File: config.mk
export PLATFORM = sky130hd
export DESIGN_NAME = irq_lat_log
export DESIGN_NICKNAME = d
export VERILOG_FILES = /design/src/rtl/irq_lat_log_pkg.sv /design/src/rtl/irq_lat_log_ctrl.sv /design/src/rtl/irq_lat_log_dp.sv /design/src/rtl/irq_lat_log.sv
export SDC_FILE = /design/constraint.sdc
export NUM_CORES = 2
export LEC_CHECK = 0
export BUFFER_PORTS_ARGS = -buffer_cell sky130_fd_sc_hd__buf_2
export CAP_MARGIN = 15
export CELL_PAD_IN_SITES_DETAIL_PLACEMENT = 0
export CELL_PAD_IN_SITES_GLOBAL_PLACEMENT = 1
export CORE_ASPECT_RATIO = 0.5
export CORE_UTILIZATION = 52
export CTS_CLUSTER_DIAMETER = 30
export DETAILED_ROUTE_END_ITERATION = 12
export PLACE_DENSITY_LB_ADDON = 0.1
export SLEW_MARGIN = 0
export SYNTH_ARGS = -nofsm -noshare
export SYNTH_HDL_FRONTEND = slang
export SYNTH_SLANG_ARGS = --single-unit
File: constraint.sdc
create_clock -name clk -period 6 [get_ports clk]
set_clock_uncertainty 0.05 [all_clocks]
set_input_delay 0.3 -clock clk [delete_from_list [all_inputs] [get_ports clk]]
set_output_delay 0.3 -clock clk [all_outputs]
set_load 0.02 [all_outputs]
File: src/rtl/irq_lat_log_pkg.sv
package irq_lat_log_pkg;
  // Strobes from the control to the datapath
  typedef struct packed {
    logic wrEn;      // write an entry at the write index
    logic emit;      // present the entry at the read index
    logic finish;    // walk ended
    logic firstOut;  // the entry being emitted is the first of the walk
  } ctlStrobe_t;
endpackage

File: src/rtl/irq_lat_log_ctrl.sv
module irq_lat_log_ctrl
  import irq_lat_log_pkg::*;
#(
  parameter int DEPTH = 16,
  localparam int IDX_W = $clog2(DEPTH),
  localparam int STEP_W = $clog2(DEPTH + 1)
) (
  input  logic             clk,
  input  logic             rstN,
  input  logic             acceptValid,
  input  logic             rdStart,
  input  logic             rdReq,
  input  logic             entryEmpty,
  output logic [IDX_W-1:0] wrPtr,
  output logic [IDX_W-1:0] rdPtr,
  output ctlStrobe_t       strobe
);
  logic              walking;
  logic [STEP_W-1:0] stepCnt;
  logic              walkEnd;

  function automatic logic [IDX_W-1:0] prevIdx(input logic [IDX_W-1:0] idx);
    return (idx == '0) ? IDX_W'(DEPTH - 1) : idx - 1'b1;
  endfunction

  assign walkEnd = (stepCnt == STEP_W'(DEPTH)) || entryEmpty;

  always_comb begin
    strobe          = '0;
    strobe.wrEn     = acceptValid;
    strobe.emit     = walking && rdReq && !rdStart && !walkEnd;
    strobe.finish   = walking && rdReq && !rdStart && walkEnd;
    strobe.firstOut = (stepCnt == '0);
  end

  always_ff @(posedge clk or negedge rstN) begin
    if (!rstN) begin
      wrPtr <= '0;
    end else if (acceptValid) begin
      wrPtr <= (wrPtr == IDX_W'(DEPTH - 1)) ? '0 : wrPtr + 1'b1;
    end
  end

  always_ff @(posedge clk or negedge rstN) begin
    if (!rstN) begin
      walking <= 1'b0;
      rdPtr   <= '0;
      stepCnt <= '0;
    end else if (rdStart) begin
      walking <= 1'b1;
      rdPtr   <= prevIdx(wrPtr);
      stepCnt <= '0;
    end else if (strobe.finish) begin
      walking <= 1'b0;
    end else if (strobe.emit) begin
      rdPtr   <= prevIdx(rdPtr);
      stepCnt <= stepCnt + 1'b1;
    end
  end
endmodule

File: src/rtl/irq_lat_log_dp.sv
module irq_lat_log_dp
  import irq_lat_log_pkg::*;
#(
  parameter int NUM_LINES = 8,
  parameter int DEPTH = 16,
  parameter int CYC_W = 32,
  parameter int CNT_W = 16,
  localparam int ID_W = $clog2(NUM_LINES),
  localparam int IDX_W = $clog2(DEPTH)
) (
  input  logic                 clk,
  input  logic                 rstN,
  input  logic [CYC_W-1:0]     cycleNow,
  input  logic [NUM_LINES-1:0] raiseEvt,
  input  logic                 directRaise,
  input  logic                 acceptValid,
  input  logic [ID_W-1:0]      acceptId,
  input  logic [IDX_W-1:0]     wrPtr,
  input  logic [IDX_W-1:0]     rdPtr,
  input  ctlStrobe_t           strobe,
  output logic                 entryEmpty,
  output logic                 rdValid,
  output logic                 rdDone,
  output logic [ID_W-1:0]      rdId,
  output logic [CYC_W-1:0]     rdTake,
  output logic [CYC_W-1:0]     rdLatency,
  output logic [CYC_W-1:0]     rdGap,
  output logic                 rdGapValid,
  output logic [CNT_W-1:0]     raisedTotal
);
  logic [CYC_W-1:0] lineStamp [NUM_LINES];
  logic [ID_W-1:0]  logId     [DEPTH];
  logic [CYC_W-1:0] logTake   [DEPTH];
  logic [CYC_W-1:0] logRaise  [DEPTH];
  logic [CYC_W-1:0] prevTake;
  logic [CYC_W-1:0] acceptRaise;
  logic [CYC_W-1:0] curTake;

  // Per-line raise timestamps
  for (genvar li = 0; li < NUM_LINES; li++) begin : g_line
    always_ff @(posedge clk or negedge rstN) begin
      if (!rstN) lineStamp[li] <= '0;
      else if (raiseEvt[li]) lineStamp[li] <= cycleNow;
    end
  end

  // Same-cycle raise on the accepted line takes the fresh cycle
  assign acceptRaise = raiseEvt[acceptId] ? cycleNow : lineStamp[acceptId];

  // Log slots
  for (genvar si = 0; si < DEPTH; si++) begin : g_slot
    always_ff @(posedge clk or negedge rstN) begin
      if (!rstN) begin
        logId[si]    <= '0;
        logTake[si]  <= '0;
        logRaise[si] <= '0;
      end else if (strobe.wrEn && wrPtr == IDX_W'(si)) begin
        logId[si]    <= acceptId;
        logTake[si]  <= cycleNow;
        logRaise[si] <= acceptRaise;
      end
    end
  end

  assign curTake    = logTake[rdPtr];
  assign entryEmpty = (curTake == '0);

  always_ff @(posedge clk or negedge rstN) begin
    if (!rstN) raisedTotal <= '0;
    else raisedTotal <= raisedTotal + CNT_W'(acceptValid) + CNT_W'(directRaise);
  end

  // Readout registers
  always_ff @(posedge clk or negedge rstN) begin
    if (!rstN) begin
      rdValid    <= 1'b0;
      rdDone     <= 1'b0;
      rdId       <= '0;
      rdTake     <= '0;
      rdLatency  <= '0;
      rdGap      <= '0;
      rdGapValid <= 1'b0;
      prevTake   <= '0;
    end else begin
      rdValid <= strobe.emit;
      rdDone  <= strobe.finish;
      if (strobe.emit) begin
        rdId       <= logId[rdPtr];
        rdTake     <= curTake;
        rdLatency  <= curTake - logRaise[rdPtr];
        rdGapValid <= !strobe.firstOut;
        rdGap      <= strobe.firstOut ? '0 : prevTake - curTake;
        prevTake   <= curTake;
      end
    end
  end
endmodule

File: src/rtl/irq_lat_log.sv
module irq_lat_log
  import irq_lat_log_pkg::*;
#(
  parameter int NUM_LINES = 8,
  parameter int DEPTH = 16,
  parameter int CYC_W = 32,
  parameter int CNT_W = 16,
  localparam int ID_W = $clog2(NUM_LINES),
  localparam int IDX_W = $clog2(DEPTH)
) (
  input  logic                 clk,
  input  logic                 rstN,
  input  logic [CYC_W-1:0]     cycleNow,
  input  logic [NUM_LINES-1:0] raiseEvt,
  input  logic                 directRaise,
  input  logic                 acceptValid,
  input  logic [ID_W-1:0]      acceptId,
  input  logic                 rdStart,
  input  logic                 rdReq,
  output logic                 rdValid,
  output logic                 rdDone,
  output logic [ID_W-1:0]      rdId,
  output logic [CYC_W-1:0]     rdTake,
  output logic [CYC_W-1:0]     rdLatency,
  output logic [CYC_W-1:0]     rdGap,
  output logic                 rdGapValid,
  output logic [CNT_W-1:0]     raisedTotal
);
  ctlStrobe_t       strobe;
  logic [IDX_W-1:0] wrPtr;
  logic [IDX_W-1:0] rdPtr;
  logic             entryEmpty;

  irq_lat_log_ctrl #(.DEPTH(DEPTH)) u_ctrl (
    .clk(clk), .rstN(rstN), .acceptValid(acceptValid), .rdStart(rdStart),
    .rdReq(rdReq), .entryEmpty(entryEmpty), .wrPtr(wrPtr), .rdPtr(rdPtr),
    .strobe(strobe)
  );

  irq_lat_log_dp #(
    .NUM_LINES(NUM_LINES), .DEPTH(DEPTH), .CYC_W(CYC_W), .CNT_W(CNT_W)
  ) u_dp (
    .clk(clk), .rstN(rstN), .cycleNow(cycleNow), .raiseEvt(raiseEvt),
    .directRaise(directRaise), .acceptValid(acceptValid), .acceptId(acceptId),
    .wrPtr(wrPtr), .rdPtr(rdPtr), .strobe(strobe), .entryEmpty(entryEmpty),
    .rdValid(rdValid), .rdDone(rdDone), .rdId(rdId), .rdTake(rdTake),
    .rdLatency(rdLatency), .rdGap(rdGap), .rdGapValid(rdGapValid),
    .raisedTotal(raisedTotal)
  );
endmodule

* Yosys cells after proc, flatten, opt, wreduce, memory -nomap -nowiden
Index checks and enable logic that the tools add are counted.
** Storage, ports and cells
- Input port bits :: 49
- Output and inout port bits :: 118
- Word-level logic and storage cells :: 156
- Flip-flop bits (word level) :: 1460
** Operators by class
- Bitwise logic cells :: 2
- Mux-type cells :: 27
- Reductions and logical operators :: 31
- Magnitude comparators :: 3
- Eq/ne operators :: 17
- Add/subtract/negate cells :: 8
** Operator list (count)
- 32-bit binary-select mux with 4-bit select :: 2
- 32-bit 2-to-1 mux :: 8
- 32-bit binary-select mux with 3-bit select :: 1
- 32-bit subtractor :: 2
- 16-bit by 1-bit adder with 16-bit output :: 2
- 4-bit == test, second input constant :: 8
- 32-bit zero test :: 1
- 4-bit 2-to-1 mux :: 6
- 1-bit logical AND :: 20
- 4-bit by 3-bit == test with 1-bit output, second input constant :: 4
- 5-bit 2-to-1 mux :: 3
- 3-bit binary-select mux with 4-bit select :: 1
- 4-bit by 2-bit == test with 1-bit output, second input constant :: 2
- 4-bit zero test :: 2
- 4-bit by 1-bit subtractor with 4-bit output, second input constant :: 2
- 3-bit 2-to-1 mux :: 2
- 5-bit by 1-bit adder with 5-bit output, second input constant :: 1
- 5-bit == test, second input constant :: 1
- 5-bit greater-or-equal comparator, second input constant :: 1
- 5-bit zero test :: 1
- 4-bit NOT with 5-bit output :: 1
- 4-bit by 1-bit adder with 4-bit output, second input constant :: 1
- 4-bit by 1-bit == test with 1-bit output, second input constant :: 1
- 4-bit greater-or-equal comparator, second input constant :: 1
- other kinds (9) :: 14

* Longest topological paths before layout
- Depth in word-level cells :: 11
- Gate-level depth with buffers :: 24
- Mapped depth without buffers :: 17

* By module
A second synthesis with hierarchy kept.
** Second synthesis, totals
- Cells, all modules :: 4984
- Area, all modules :: 66836.6 um^2
** By module, submodules not included
- irq_lat_log_dp :: instances 1, area each 65983.3 um^2, sequential area each 36184.7 um^2, cells each 4897
- irq_lat_log_ctrl :: instances 1, area each 853.3 um^2, sequential area each 350.3 um^2, cells each 87

* Worst setup path after synthesis
OpenSTA, ideal clock, no wires.
- Path kind :: register to register
- Start :: register u_ctrl.rdPtr[0]
- End :: register u_dp.rdGap[30]
- Arrival :: 5244 ps
- Setup time :: 69 ps
- Buffers on the path :: 8
- Stages on the path, launching flop included :: 25
- Slack :: 637 ps
- Period minus slack after synthesis :: 5363 ps
- Data required time :: 5881 ps
- Cells stage by stage :: dfrtp_1 buf_6 buf_6 buf_6 buf_6 buf_6 buf_4 buf_2 buf_2 mux4_2 mux2i_1 nor2_1 a21oi_1 inv_1 ha_1 fa_1 nand3b_1 a211oi_1 nor3_1 a21oi_1 a211oi_1 nor3_1 nor3_1 or4b_2 nand3_1
** On the way
- Cells in the longest elaborated chain, start to end :: 8
- Elaborated cells on any way between the ends :: 10
- Those cells by class :: add/sub: 1; mux: 4; bitwise: 1; reduce/logical: 4
** Ends and longest elaborated chain
- start, declared :: line irq_lat_log_ctrl.sv:15 : output logic [IDX_W-1:0] rdPtr,
- start signal, assigned :: line irq_lat_log_ctrl.sv:51 : rdPtr <= prevIdx(wrPtr);
- start signal, assigned :: line irq_lat_log_ctrl.sv:56 : rdPtr <= prevIdx(rdPtr);
- 4-bit NOT with 5-bit output (not written as such) (*) :: line irq_lat_log_dp.sv:65 : assign curTake = logTake[rdPtr];
- 32-bit binary-select mux with 4-bit select (*) :: line irq_lat_log_dp.sv:65
- 32-bit 2-to-1 mux (not written as such) (*) (2 in a row) :: line irq_lat_log_dp.sv:65
- named net u_dp.curTake[0] :: line irq_lat_log_dp.sv:37 : logic [CYC_W-1:0] curTake;
- parallel branches: the longest is 4 deep, another holds 32-bit subtractor
- end signal, assigned :: line irq_lat_log_dp.sv:92 : rdGap <= strobe.firstOut ? '0 : prevTake - curTake;
- end, declared :: line irq_lat_log_dp.sv:27 : output logic [CYC_W-1:0] rdGap,
Mark *: on every way through the listed nets, which the timed path passes. The select of a mux whose other input is x is not followed.
A chain may end at the register's enable or synchronous reset.

* Worst setup path in the final report
- Start :: register u_ctrl.rdPtr[0]
- End :: register u_dp.rdGap[31]
The elaborated chain is that of the path after synthesis.

==> metrics.txt <==
peak supply drop 423 uV; initial antenna violation count 12; grt ovf 0; Max Root-Sink Buffers 4; largest net degree at the start of global routing 167; Startpoint Class flip-flop; max_slew headroom 17.2%; LEAKAGE 34.5 nW; Max-cap violations 0; worst path arrival time 6.21 ns; Warnings, synthesis 0; Netlist Area Pre-Place 67700 um2; critical path, cell by cell buf_4 -> mux4_2 -> a22oi_1 -> nand2_1 -> inv_1 -> ha_1 -> nand3b_1 -> a21oi_1 -> o21ai_0 -> nand3_1 -> o221ai_1 -> o21ai_0 -> a41oi_1 -> or4b_2 -> nand3_1; Post-synth top flop dfrtp_1; Detailed Place HPWL 118000 um; Max Fanout on Critical Path 40; # setup viols final 0; die area 132000 um2; crit share post-route 92.5%; Buf/Inv on CP 2; asr flop ratio synth 100%; Required @ worst endpoint 6.67 ns; cell family with most CP delay compound AO/OA/AOI/OAI gates; routed len/inst 26.4 um; register area share after synthesis 54.0%; Design Power 49.7 mW; Pwr Density 645 nW/um2; clock-pin slew of the registers on the worst-case setup and hold paths 0.06 ns; hold slack 0.0472 ns; Yosys top cell by area dfrtp_1; global-route wire length before repair 288000 um; post-route cell area 77000 um2; chip width 512 um; post-synthesis cell count 5260; EDFF count, synth 0; initial DRC count 3519; worst-margin pin slew 1.21 ns; Synth-to-Final Area Change 13.7%; status completed; WL final 189000 um; Rows 93; TritonRoute pass-1 iters 7; Hold Crit Class primary input to flip-flop; fin crit period 5.55 ns; Sum Neg Setup Slack 0 ns; Hold Fails Final Rpt 0; area share of the largest cell type after synthesis 54.0%; vias after detailed routing 43700; TritonCTS Buffers 187; Vias per Instance 6.10; clock latency on the worst-skew pair 0.80 ns; I/O pins 167; residual DRC count 0; setup repair bufs after CTS 0; Total GRT Usage 29.2%; top post-synthesis cells by area dfrtp_1 54%, mux2_2 14%, mux4_2 13%; post-CTS sizing 0; nets 5442; Netlist cell types 64; delay of the slowest critical-path stage 0.92 ns; CP endpoint kind flip-flop; Finished Core Util 59.7%; Crit-path slowest cell dfrtp_4; CTS tree done; floorplan core area 129000 um2; die height 257 um; most frequent cells after synthesis 1460 x dfrtp_1, 829 x mux2_2, 698 x nand2_1; count leader, synth dfrtp_1; syn nets 5392; root buf cell clkbuf_16; count of pins over their slew limit 0; DRT antenna net count 0; GP Congestion 0.893; initial core utilization 52.5%; placed cell area 70400 um2; fraction of layout cells with a size suffix above 1 34.2%; Mapped Avg Cell Area 12.9 um2; clk sinks 1460; critical path class flip-flop to flip-flop; number of global-route vias before repair 44700; # hold bufs at CTS 5; unrepaired setup endpoints after global routing no; H-tree levels 4; max frequency 0.180 GHz; count of state elements after synthesis 1460; port bufs 166
## per-stage QoR
step,std cells,worst slack (ns)
global route,7166,0.0907
detailed placement,6822,0.550
global placement,6821,0.470
CTS,7162,0.522
finish,7171,0.451
floorplan,5260,0.637
## layer usage
| metal | share of wire (%) | global-route usage, % | up-vias |
|---|---|---|---|
| met5 | 0.13 | 0 | - |
| met4 | 1.9 | 5.92 | 2 |
| met3 | 7.1 | 6.81 | 264 |
| met2 | 45 | 44.2 | 1164 |
| met1 | 46 | 43.1 | 23100 |
| li1 | - | - | 19200 |
## cell families (layout without fill, tap and decap cells)
family / after synthesis / after routing / synth area share, %
AND/OR/NAND/NOR: 946 / 946 / 5.80
AO/OA/AOI/OAI: 912 / 912 / 7.55
flip-flops: 1460 / 1460 / 54.0
XOR/XNOR: 67 / 67 / 0.867
multiplexers: 1253 / 1253 / 27.0
adder cells (fa/ha/maj): 83 / 83 / 1.57
buffers and inverters: 539 / 735 / 3.26
other: 0 / 5 / 0
## report_power, final
part	internal, mW	switching, mW
logic	9.89	12.0
registers	13.7	2.43
clock network	7.08	4.56
total	30.7	19.0
## registers in the layout (all words and copies together) (netlist names), 3 cells and up
name,count
u_dp.lineStamp,256
u_ctrl.wrPtr,4
u_dp.logRaise,512
u_dp.rdLatency,32
u_dp.rdId,3
u_dp.rdTake,32
u_ctrl.rdPtr,4
u_dp.rdGap,32
u_dp.logId,48
u_ctrl.stepCnt,5
u_dp.logTake,512
u_dp.raisedTotal,16
## placed cells by master (no fill, tap or decap), types with 30 or more instances in the layout
| master | instances |
|---|---|
| ha_1 | 80 |
| clkbuf_16 | 191 |
| inv_6 | 34 |
| dfrtp_1 | 1456 |
| mux2_2 | 829 |
| xnor2_1 | 39 |
| inv_1 | 91 |
| mux2i_1 | 47 |
| buf_2 | 163 |
| o21ai_1 | 62 |
| o21ai_0 | 579 |
| a22oi_1 | 33 |
| nor2_1 | 74 |
| a22o_1 | 30 |
| buf_4 | 110 |
| a21oi_1 | 73 |
| nor3_1 | 38 |
| mux4_2 | 376 |
| nand2_1 | 698 |
## final cells by class
cell class / instances / area (um2)
sequential: 1460 / 36600
clock inverter: 103 / 1290
inverter: 93 / 349
tap: 1710 / 2140
clock buffer: 232 / 5170
timing repair buffer: 307 / 2290
multi-input combinational: 3261 / 29200
antenna: 5 / 12.5
fill: 10100 / 51900
## final timing paths
path,slack (ns),cells past startpoint,endpoint,start
max,0.45,15,u_dp.rdGap[31],u_ctrl.rdPtr[0]
min,0.05,2,u_dp.lineStamp[91],cycleNow[27]
max reg2reg,0.45,15,u_dp.rdGap[31],u_ctrl.rdPtr[0]
min reg2reg,0.42,1,u_dp.rdLatency[11],u_dp.rdLatency[11]
max in group asynchronous,4.07,3,u_dp.lineStamp[22],rstN
min in group asynchronous,0.08,2,u_dp.raisedTotal[11],rstN
No activity file was read; power rests on OpenSTA's default activity.
